**src/rtl/ckmem_pkg.sv**
```systemverilog
package ckmem_pkg;
  typedef enum logic [1:0] {
    PH_IDLE = 2'd0,
    PH_PROG = 2'd1,
    PH_CFG  = 2'd2,
    PH_ID   = 2'd3
  } ck_phase_e;
endpackage

```
**src/rtl/ckmem_seq.sv**
```systemverilog
module ckmem_seq
  import ckmem_pkg::*;
#(
  parameter int PROG_WORDS = 512,
  parameter int ID_WORDS   = 4,
  parameter int CNT_W      = 10
) (
  input  logic             clk_i,
  input  logic             rst_ni,
  input  logic             start_i,
  input  logic             prot_i,
  input  logic             valid_i,
  output ck_phase_e        phase_o,
  output logic [CNT_W-1:0] idx_o,
  output logic             prot_o,
  output logic             accept_o,
  output logic             last_o
);
  ck_phase_e        phase_q, phase_d;
  logic [CNT_W-1:0] cnt_q, cnt_d;
  logic             prot_q;
  logic             prog_end, id_end;

  assign prog_end = (cnt_q == CNT_W'(PROG_WORDS - 1));
  assign id_end   = (cnt_q == CNT_W'(ID_WORDS - 1));
  assign accept_o = valid_i && !start_i && (phase_q != PH_IDLE);
  assign last_o   = accept_o && (phase_q == PH_ID) && id_end;

  always_comb begin
    phase_d = phase_q;
    cnt_d   = cnt_q;
    if (start_i) begin
      phase_d = PH_PROG;
      cnt_d   = '0;
    end else if (accept_o) begin
      unique case (phase_q)
        PH_PROG: begin
          if (prog_end) begin
            phase_d = PH_CFG;
            cnt_d   = '0;
          end else begin
            cnt_d = cnt_q + 1'b1;
          end
        end
        PH_CFG: begin
          phase_d = PH_ID;
          cnt_d   = '0;
        end
        PH_ID: begin
          if (id_end) begin
            phase_d = PH_IDLE;
            cnt_d   = '0;
          end else begin
            cnt_d = cnt_q + 1'b1;
          end
        end
        default: begin
          phase_d = PH_IDLE;
          cnt_d   = '0;
        end
      endcase
    end
  end

  always_ff @(posedge clk_i or negedge rst_ni) begin
    if (!rst_ni) begin
      phase_q <= PH_IDLE;
      cnt_q   <= '0;
      prot_q  <= 1'b0;
    end else begin
      phase_q <= phase_d;
      cnt_q   <= cnt_d;
      if (start_i) prot_q <= prot_i;
    end
  end

  assign phase_o = phase_q;
  assign idx_o   = cnt_q;
  assign prot_o  = prot_q;
endmodule

```
**src/rtl/ckmem_xform.sv**
```systemverilog
module ckmem_xform
  import ckmem_pkg::*;
#(
  parameter int              WORD_W   = 12,
  parameter int              SUM_W    = 16,
  parameter int              ID_WORDS = 4,
  parameter int              CNT_W    = 10,
  parameter logic [WORD_W-1:0] CFG_MASK = 12'h00F,
  parameter logic [SUM_W-1:0]  OFF_BIAS = 16'h0FF0
) (
  input  ck_phase_e         phase_i,
  input  logic [CNT_W-1:0]  idx_i,
  input  logic              prot_i,
  input  logic [WORD_W-1:0] word_i,
  output logic [SUM_W-1:0]  addend_o
);
  localparam int NIBS = WORD_W / 4;

  logic [3:0] nib_acc [NIBS+1];

  assign nib_acc[0] = 4'h0;
  for (genvar g = 0; g < NIBS; g++) begin : g_nib
    assign nib_acc[g+1] = nib_acc[g] ^ word_i[4*g +: 4];
  end

  logic [SUM_W-1:0] raw_ext, red_ext, cfg_ext, nib_ext, id_term;
  int unsigned      shamt;

  assign raw_ext = SUM_W'(word_i);
  assign red_ext = SUM_W'(nib_acc[NIBS]);
  assign cfg_ext = SUM_W'(word_i & CFG_MASK);
  assign nib_ext = SUM_W'(word_i[3:0]);

  always_comb begin
    shamt   = 4 * (ID_WORDS - 1 - int'(idx_i));
    id_term = nib_ext << shamt;
  end

  always_comb begin
    unique case (phase_i)
      PH_PROG: addend_o = prot_i ? red_ext : raw_ext;
      PH_CFG:  addend_o = prot_i ? cfg_ext : cfg_ext + OFF_BIAS;
      PH_ID:   addend_o = prot_i ? id_term : '0;
      default: addend_o = '0;
    endcase
  end
endmodule

```
**src/rtl/ckmem_acc.sv**
```systemverilog
module ckmem_acc #(
  parameter int SUM_W = 16
) (
  input  logic             clk_i,
  input  logic             rst_ni,
  input  logic             clear_i,
  input  logic             add_i,
  input  logic             last_i,
  input  logic [SUM_W-1:0] addend_i,
  output logic [SUM_W-1:0] sum_o,
  output logic             done_o
);
  logic [SUM_W-1:0] sum_q;
  logic             done_q;

  always_ff @(posedge clk_i or negedge rst_ni) begin
    if (!rst_ni) begin
      sum_q  <= '0;
      done_q <= 1'b0;
    end else if (clear_i) begin
      sum_q  <= '0;
      done_q <= 1'b0;
    end else if (add_i) begin
      sum_q  <= sum_q + addend_i;  // wraps modulo 2^SUM_W
      done_q <= last_i;
    end
  end

  assign sum_o  = sum_q;
  assign done_o = done_q;
endmodule

```
**src/rtl/ckmem_checksum.sv**
```systemverilog
module ckmem_checksum
  import ckmem_pkg::*;
#(
  parameter int                WORD_W     = 12,
  parameter int                SUM_W      = 16,
  parameter int                PROG_WORDS = 512,
  parameter int                ID_WORDS   = 4,
  parameter logic [WORD_W-1:0] CFG_MASK   = 12'h00F,
  parameter logic [SUM_W-1:0]  OFF_BIAS   = 16'h0FF0
) (
  input  logic              clk_i,
  input  logic              rst_ni,
  input  logic              start_i,
  input  logic              prot_i,
  input  logic              word_valid_i,
  input  logic [WORD_W-1:0] word_i,
  output logic [SUM_W-1:0]  sum_o,
  output logic              done_o
);
  localparam int MAX_CNT = (PROG_WORDS > ID_WORDS) ? PROG_WORDS : ID_WORDS;
  localparam int CNT_W   = $clog2(MAX_CNT + 1);

  ck_phase_e        phase_w;
  logic [CNT_W-1:0] idx_w;
  logic             prot_w, accept_w, last_w, busy_w;
  logic [SUM_W-1:0] addend_w;

  ckmem_seq #(
    .PROG_WORDS(PROG_WORDS), .ID_WORDS(ID_WORDS), .CNT_W(CNT_W)
  ) u_seq (
    .clk_i(clk_i), .rst_ni(rst_ni), .start_i(start_i), .prot_i(prot_i),
    .valid_i(word_valid_i), .phase_o(phase_w), .idx_o(idx_w),
    .prot_o(prot_w), .accept_o(accept_w), .last_o(last_w)
  );

  ckmem_xform #(
    .WORD_W(WORD_W), .SUM_W(SUM_W), .ID_WORDS(ID_WORDS), .CNT_W(CNT_W),
    .CFG_MASK(CFG_MASK), .OFF_BIAS(OFF_BIAS)
  ) u_xform (
    .phase_i(phase_w), .idx_i(idx_w), .prot_i(prot_w),
    .word_i(word_i), .addend_o(addend_w)
  );

  ckmem_acc #(.SUM_W(SUM_W)) u_acc (
    .clk_i(clk_i), .rst_ni(rst_ni), .clear_i(start_i), .add_i(accept_w),
    .last_i(last_w), .addend_i(addend_w), .sum_o(sum_o), .done_o(done_o)
  );

  assign busy_w = (phase_w != PH_IDLE);
endmodule

```
**config.mk**
```make
export PLATFORM = sky130hd
export DESIGN_NAME = ckmem_checksum
export DESIGN_NICKNAME = d
export VERILOG_FILES = /design/src/rtl/ckmem_pkg.sv /design/src/rtl/ckmem_seq.sv /design/src/rtl/ckmem_xform.sv /design/src/rtl/ckmem_acc.sv /design/src/rtl/ckmem_checksum.sv
export SDC_FILE = /design/constraint.sdc
export NUM_CORES = 1
export LEC_CHECK = 0
export BUFFER_PORTS_ARGS = -buffer_cell sky130_fd_sc_hd__buf_2
export CAP_MARGIN = 20
export CORE_MARGIN = 3
export CORE_UTILIZATION = 25
export CTS_BUF_LIST = sky130_fd_sc_hd__clkbuf_2 sky130_fd_sc_hd__clkbuf_4 sky130_fd_sc_hd__clkbuf_8
export CTS_CLUSTER_SIZE = 8
export DETAILED_ROUTE_END_ITERATION = 10
export HOLD_SLACK_MARGIN = 0.02
export PLACE_DENSITY_LB_ADDON = 0.3
export SKIP_LAST_GASP = 1
export SYNTH_ARGS = -nofsm -noshare
export SYNTH_HDL_FRONTEND = slang
export SYNTH_HIERARCHICAL = 1
export SYNTH_SLANG_ARGS = --single-unit
```
**constraint.sdc**
```tcl
create_clock -name clk_i -period 6.1 [get_ports clk_i]
set_input_delay 0.305 -clock clk_i [delete_from_list [all_inputs] [get_ports clk_i]]
set_output_delay 0.305 -clock clk_i [all_outputs]
set_load 0.02 [all_outputs]
```
==> metrics.txt, run 1 <==
dpl hpwl=5609 um; pin count of the biggest net entering global routing=43; Seq pwr share=0.322; Post-synth ARST share=1.000; syn nets=370; H-tree Lvls=2; Vias=2554; area grow syn2layout=13.48%; number of fill cells=1154; die area=12520 sq um; Seq. cell area=750.7 sq um; crit path kind=register to register; Yosys warning total=6; GR Util All Layers=0.1213; CP max stage delay=0.58 ns; Post-synth EDFFs=0; Hold-fix buffers, CTS=0; Period minus WS final=3.989 ns; Detailed Route Iter0 Violations=92; commonest non-fill, non-tap cell in the layout=nor2_1; most frequent cells in the layout=nor2_1, buf_2, nand2_1, dfrtp_1, a21oi_1; Post-Syn Area=2804 sq um; TritonCTS clock tree=done; Avg Synthesized Cell Area=8.471 sq um; sw frac=0.3395; root buf cell=clkbuf_8; Core ar.=10890 sq um; TritonRoute pass-1 iters=4; Ant. Diodes=0; worst endpoint required time=6.27 ns; Logic pwr share=0.305; Pwr Density=221.0 nW/um^2; Post-CTS Setup Bufs=0; CP top delay family=compound AO/OA/AOI/OAI gates; register bit total from synthesis=30; Via density=5.108; critical path arrival=4.16 ns; WL/cell=15.00 um; Critical Path, Cell by Cell=nand4b_1 -> nor4_2 -> a41oi_2 -> o22ai_1 -> ha_1 -> inv_1 -> fa_1 -> and2b_1 -> o2111ai_1 -> a2111oi_0 -> o22a_1 -> nor4_1 -> a221o_1; worst reg2reg path startpoint=u_seq/prot_o$_DFFE_PN0P_; outcome=finished clean; Hold Worst Slack=0.07287 ns; die height=111.9 um; Routability Congestion=0.8459; critical path startpoint category=register; vias in the first global route=2431; CP max FO=14; NetSw=238.8 uW; Unique masters post-synth=65; Port-buffer cells=33; total CTS buffers=5; first-pass GRT wire length=12520 um; remaining design rule violation count=0; Post-layout nets=398; R2R setup slack=2.11 ns; LEAKAGE=0.001424 uW; RSZ-0062 raised after global routing=no; Max Clock Freq=0.2507 GHz; Synth Flop Type=dfrtp_1; Buffers & Inverters on Critical Path=1; setup TNS=0 ns; I/O Pins=34; CTS clk-pin slew, worst paths=0.07 ns; critical path's slowest cell=dfrtp_1; share of layout cells above drive strength 1=0.1778; CTS resizes=0; Max Cap Viol=0; total routed wirelength=7502 um; initial antenna violation count=0; clk_skew=0.01144 ns; Rows=38; Slew @ Worst Pin=0.7473 ns; DRT antenna net count=0; multi-input logic area=1866 sq um; sequential share of the synthesized area=0.2677; relative slew slack=0.5018; grt ovf=0; Clk pwr share=0.372; maximum VDD drop=0.1151 mV; final setup fails=0; Bufs on Longest Clock Path=2; final worst path period share=0.6539; R2R depth=13; crit end category=register; Slew Viols, Final=0; Post-Synthesis Cells=331; initial core utilization=0.2575; Internal=464.5 uW; CTS sink count=30; worst r2r dst=u_acc/sum_o[14]$_DFFE_PN0P_; Hold Fails Final Rpt=0; Hold WC Path Type=input port to asynchronous set/reset pin; worst skew pair latency=0.29 ns; die width=111.9 um
-- how the worst max path moves through the flow --
stage | from | endpoint | slack (ns) | cells after the start
after floorplan | u_seq/idx_o[6]$_DFFE_PN0P_ | u_acc/sum_o[14]$_DFFE_PN0P_ | 2.61 | 13
after global placement | u_seq/idx_o[6]$_DFFE_PN0P_ | u_acc/sum_o[14]$_DFFE_PN0P_ | 2.32 | 13
after detailed placement | u_seq/prot_o$_DFFE_PN0P_ | u_acc/sum_o[14]$_DFFE_PN0P_ | 2.13 | 13
after CTS | u_seq/idx_o[6]$_DFFE_PN0P_ | u_acc/sum_o[14]$_DFFE_PN0P_ | 2.10 | 13
after global routing | u_seq/prot_o$_DFFE_PN0P_ | u_acc/sum_o[14]$_DFFE_PN0P_ | 1.68 | 13
final | u_seq/prot_o$_DFFE_PN0P_ | u_acc/sum_o[14]$_DFFE_PN0P_ | 2.11 | 13
-- flip-flops by register name, indices dropped and copies added (netlist names) --
| signal | count |
|---|---|
| u_acc/done_o | 1 |
| u_seq/prot_o | 1 |
| u_seq/idx_o | 10 |
| u_seq/phase_o | 2 |
| u_acc/sum_o | 16 |
-- synthesized netlist by cell type (2+ instances only) --
library cell / number / share of area
o311ai_0: 2 / 0.0062
buf_6: 5 / 0.020
nand2_1: 30 / 0.040
o41a_1: 2 / 0.0080
mux2i_1: 7 / 0.025
ha_1: 21 / 0.094
or2b_2: 2 / 0.0062
nand4b_1: 2 / 0.0062
o21ai_0: 7 / 0.012
nand2b_1: 6 / 0.013
or3_1: 2 / 0.0045
nand3_1: 6 / 0.011
a211oi_1: 3 / 0.0080
nor4_2: 2 / 0.0089
o21a_1: 5 / 0.013
nor2b_1: 4 / 0.0089
o31ai_1: 3 / 0.0080
o22ai_1: 16 / 0.036
nor3_1: 10 / 0.018
nor4_1: 10 / 0.022
inv_1: 18 / 0.024
o211ai_1: 5 / 0.013
o2111ai_1: 2 / 0.0062
xor2_1: 5 / 0.016
nor2_1: 34 / 0.046
xnor2_1: 7 / 0.022
a21oi_1: 26 / 0.046
nand3_2: 2 / 0.0071
dfrtp_1: 30 / 0.27
or4_1: 2 / 0.0054
clkbuf_1: 6 / 0.0080
a221o_1: 4 / 0.014
nand3b_1: 4 / 0.011
clkbuf_8: 3 / 0.015
a21o_1: 7 / 0.019
nor3b_1: 2 / 0.0054
-- metrics by stage --
| stage | instance area, sq um | setup WS [ns] | power [uW] | utilization | std cells |
|---|---|---|---|---|---|
| 2_1_floorplan | 2804 | 2.609 | 397.2 | - | 331 |
| 3_3_place_gp | 3039 | 2.322 | 444.3 | 0.2791 | 492 |
| 3_5_place_dp | 3039 | 2.131 | 445.0 | 0.2791 | 492 |
| 4_1_cts | 3182 | 2.101 | 711.1 | 0.2922 | 500 |
| 5_1_grt | 3182 | 1.683 | 747.6 | 0.2922 | 500 |
| 6_report | 3182 | 2.111 | 703.2 | 0.2922 | 500 |
-- kinds of logic (layout without fill, tap and decap cells) --
| kind of cell | Yosys count | in the layout | share of synthesized area |
|---|---|---|---|
| AO/OA/AOI/OAI | 98 | 98 | 0.2459 |
| AND/OR/NAND/NOR | 129 | 129 | 0.2521 |
| multiplexers | 8 | 8 | 0.02901 |
| buffers and inverters | 32 | 61 | 0.06693 |
| XOR/XNOR | 12 | 12 | 0.03748 |
| flip-flops | 30 | 30 | 0.2677 |
| adder cells (fa/ha/maj) | 22 | 22 | 0.1008 |
-- metal layers --
layer	track usage	vias up	wire (um)
met2	0.1811	42	3376
met3	0.01793	2	200
met1	0.1822	1224	3912
met5	0	-	0
li1	-	1286	-
met4	0.03163	0	14
-- power groups by stage --
stage	clock network (uW)	registers, uW	logic [uW]
floorplan	0	234	163
global placement	0	230	214
detailed placement	0	231	214
CTS	269	227	215
global route	279	229	239
finish	262	227	215
-- layout make-up --
type | count | area share
Clock buffer | 6 | 0.02595
Multi-Input combinational cell | 269 | 0.5863
Sequential cell | 30 | 0.2359
Inverter | 18 | 0.02123
Clock inverter | 2 | 0.01888
Timing Repair Buffer | 35 | 0.05663
Tap cell | 140 | 0.05505
No activity file was read; power rests on OpenSTA's default activity.
==> run 2: changes to the inputs <==
==> constraint.sdc (replaced) <==
create_clock -name clk_i -period 3.7 [get_ports clk_i]
set_input_delay 0.185 -clock clk_i [delete_from_list [all_inputs] [get_ports clk_i]]
set_output_delay 0.185 -clock clk_i [all_outputs]
set_load 0.02 [all_outputs]
==> metrics.txt, run 2 (synthesis results as in run 1) <==
outcome=finished clean; dpl hpwl=5839 um (+4.1%); die height=111.9 um (unchanged); critical path's slowest cell=or4_4; Ant. Diodes=0 (unchanged); Slew @ Worst Pin=0.7975 ns (+0.05025 ns); Max Clock Freq=0.2823 GHz (+13%); total routed wirelength=7809 um (+4.1%); CP max stage delay=0.55 ns (-0.03 ns); worst skew pair latency=0.29 ns (about the same); Critical Path, Cell by Cell=or4_4 -> nor3_4 -> a41oi_2 -> o22ai_1 -> ha_1 -> inv_1 -> fa_1 -> and2b_1 -> o2111ai_2 -> a2111oi_2 -> o22a_1 -> nor4_1 -> a221o_1; Hold Fails Final Rpt=0 (unchanged); most frequent cells in the layout=nor2_1, buf_2, nand2_1, dfrtp_1, a21oi_1; relative slew slack=0.4683 (-0.03350); crit path kind=register to register; commonest non-fill, non-tap cell in the layout=nor2_1; Post-layout nets=413 (+3.8%); initial antenna violation count=0 (unchanged); critical path startpoint category=register; TritonRoute pass-1 iters=5 (+1); Period minus WS final=3.543 ns (-0.4463 ns); Detailed Route Iter0 Violations=141 (+53%); root buf cell=clkbuf_8; pin count of the biggest net entering global routing=43 (unchanged); I/O Pins=34 (unchanged); H-tree Lvls=2 (unchanged); Via density=5.109 (about the same); crit end category=register; die width=111.9 um (unchanged); Port-buffer cells=33 (unchanged); CTS sink count=30 (unchanged); area grow syn2layout=16.96%; DRT antenna net count=0 (unchanged); multi-input logic area=1882 sq um (+0.87%); WL/cell=15.16 um (+1.1%); worst reg2reg path startpoint=u_seq/idx_o[6]$_DFFE_PN0P_; total power=1086 uW (+54%); Hold WC Path Type=input port to register; Slew Viols, Final=0 (unchanged); maximum VDD drop=0.1416 mV (+23%); Bufs on Longest Clock Path=2 (unchanged); GR Util All Layers=0.1244 (+0.003117); max reg flops=16 (unchanged); Core ar.=10890 sq um (unchanged); Critical Path Sink=u_acc/sum_o[14]$_DFFE_PN0P_; worst setup path start=u_seq/idx_o[6]$_DFFE_PN0P_; Seq. cell area=750.7 sq um (unchanged); CP max FO=4 (-10); share of layout cells above drive strength 1=0.2160 (+0.03822); RSZ-0062 raised after global routing=yes; grt ovf=0 (unchanged); TritonCTS clock tree=done; CTS clk-pin slew, worst paths=0.08 ns (about the same); final worst path period share=0.9574 (+0.3035); first-pass GRT wire length=12830 um (+2.5%); worst r2r dst=u_acc/sum_o[14]$_DFFE_PN0P_; number of fill cells=1156 (+0.17%); critical path arrival=3.72 ns (-0.44 ns); die area=12520 sq um (unchanged); critical path depth=13 (unchanged); clk_skew=0.009100 ns (-0.002340 ns); LEAKAGE=0.001488 uW (+4.5%); initial core utilization=0.2575 (unchanged); Vias=2631 (+3.0%); final core occ=0.3012 (+0.008963); R2R depth=13 (unchanged); CP top delay family=compound AO/OA/AOI/OAI gates; worst endpoint required time=3.88 ns (-2.39 ns); R2R setup slack=0.16 ns (-1.95 ns); Buffers & Inverters on Critical Path=1 (unchanged); Max Cap Viol=0 (unchanged); Pwr Density=331.1 nW/um^2 (+50%); Routability Congestion=0.8880 (+5.0%); final setup fails=0 (unchanged); vias in the first global route=2453 (+0.90%); total CTS buffers=5 (unchanged); Post-CTS Setup Bufs=0 (unchanged); Rows=38 (unchanged); remaining design rule violation count=0 (unchanged)
-- run 2: changes by cell type in the layout (fill, tap and decap cells not counted), sizes merged --
| cell | before | now |
|---|---|---|
| buf | 35 | 49 |
| bufinv | 2 | 1 |
| clkbuf | 6 | 5 |
| clkinv | 0 | 2 |
| dlygate4sd3 | 0 | 1 |
-- run 2: routing by layer --
metal,part of all wire,global-route usage
met1,0.50,0.1861
met2,0.45,0.1871
met3,0.032,0.01685
met4,0.013,0.03406
met5,0,0
-- run 2: how the worst min path moves through the flow --
stage	from	to	slack, ns	depth (start not counted)
CTS	prot_i	u_seq/prot_o$_DFFE_PN0P_	0.14	2
global route	prot_i	u_seq/prot_o$_DFFE_PN0P_	0.15	2
floorplan	rst_ni	u_acc/done_o$_DFFE_PN0P_	-0.11	0
finish	prot_i	u_seq/prot_o$_DFFE_PN0P_	0.14	2
global placement	rst_ni	u_acc/sum_o[3]$_DFFE_PN0P_	0.29	1
detailed placement	rst_ni	u_acc/sum_o[3]$_DFFE_PN0P_	0.30	1
-- run 2: repair_timing --
action                     CTS  global route
gates resized for setup      0             4
setup endpoints to repair    0             3
hold buffers                 1             0
hold endpoints to repair    30             0
-- run 2: through the flow --
| step | hold slack [ns] | setup TNS (ns) | worst slack (ns) | std cells | cell area, sq um |
|---|---|---|---|---|---|
| floorplan | -0.1106 | 0 | 0.2090 | 331 | 2804 |
| global placement | 0.2932 | 0 | 0.1121 | 506 | 3144 |
| detailed placement | 0.3013 | 0 | 0.02175 | 506 | 3144 |
| CTS | 0.1385 | 0 | 0.006761 | 515 | 3263 |
| global route | 0.1521 | -0.07662 | -0.07662 | 515 | 3279 |
| finish | 0.1410 | 0 | 0.1575 | 515 | 3279 |
-- run 2: layout make-up --
class,instances,area share
multi-input cells,269,0.5738
well taps,140,0.05341
repair buffers,50,0.09004
clock inverters,3,0.01221
inverters,18,0.02060
clock buffers,5,0.02098
flip-flops and latches,30,0.2289
-- run 2: power breakdown --
part           internal, uW  switching (uW)
clock network           198             143
logic                   141             235
registers               346            21.7
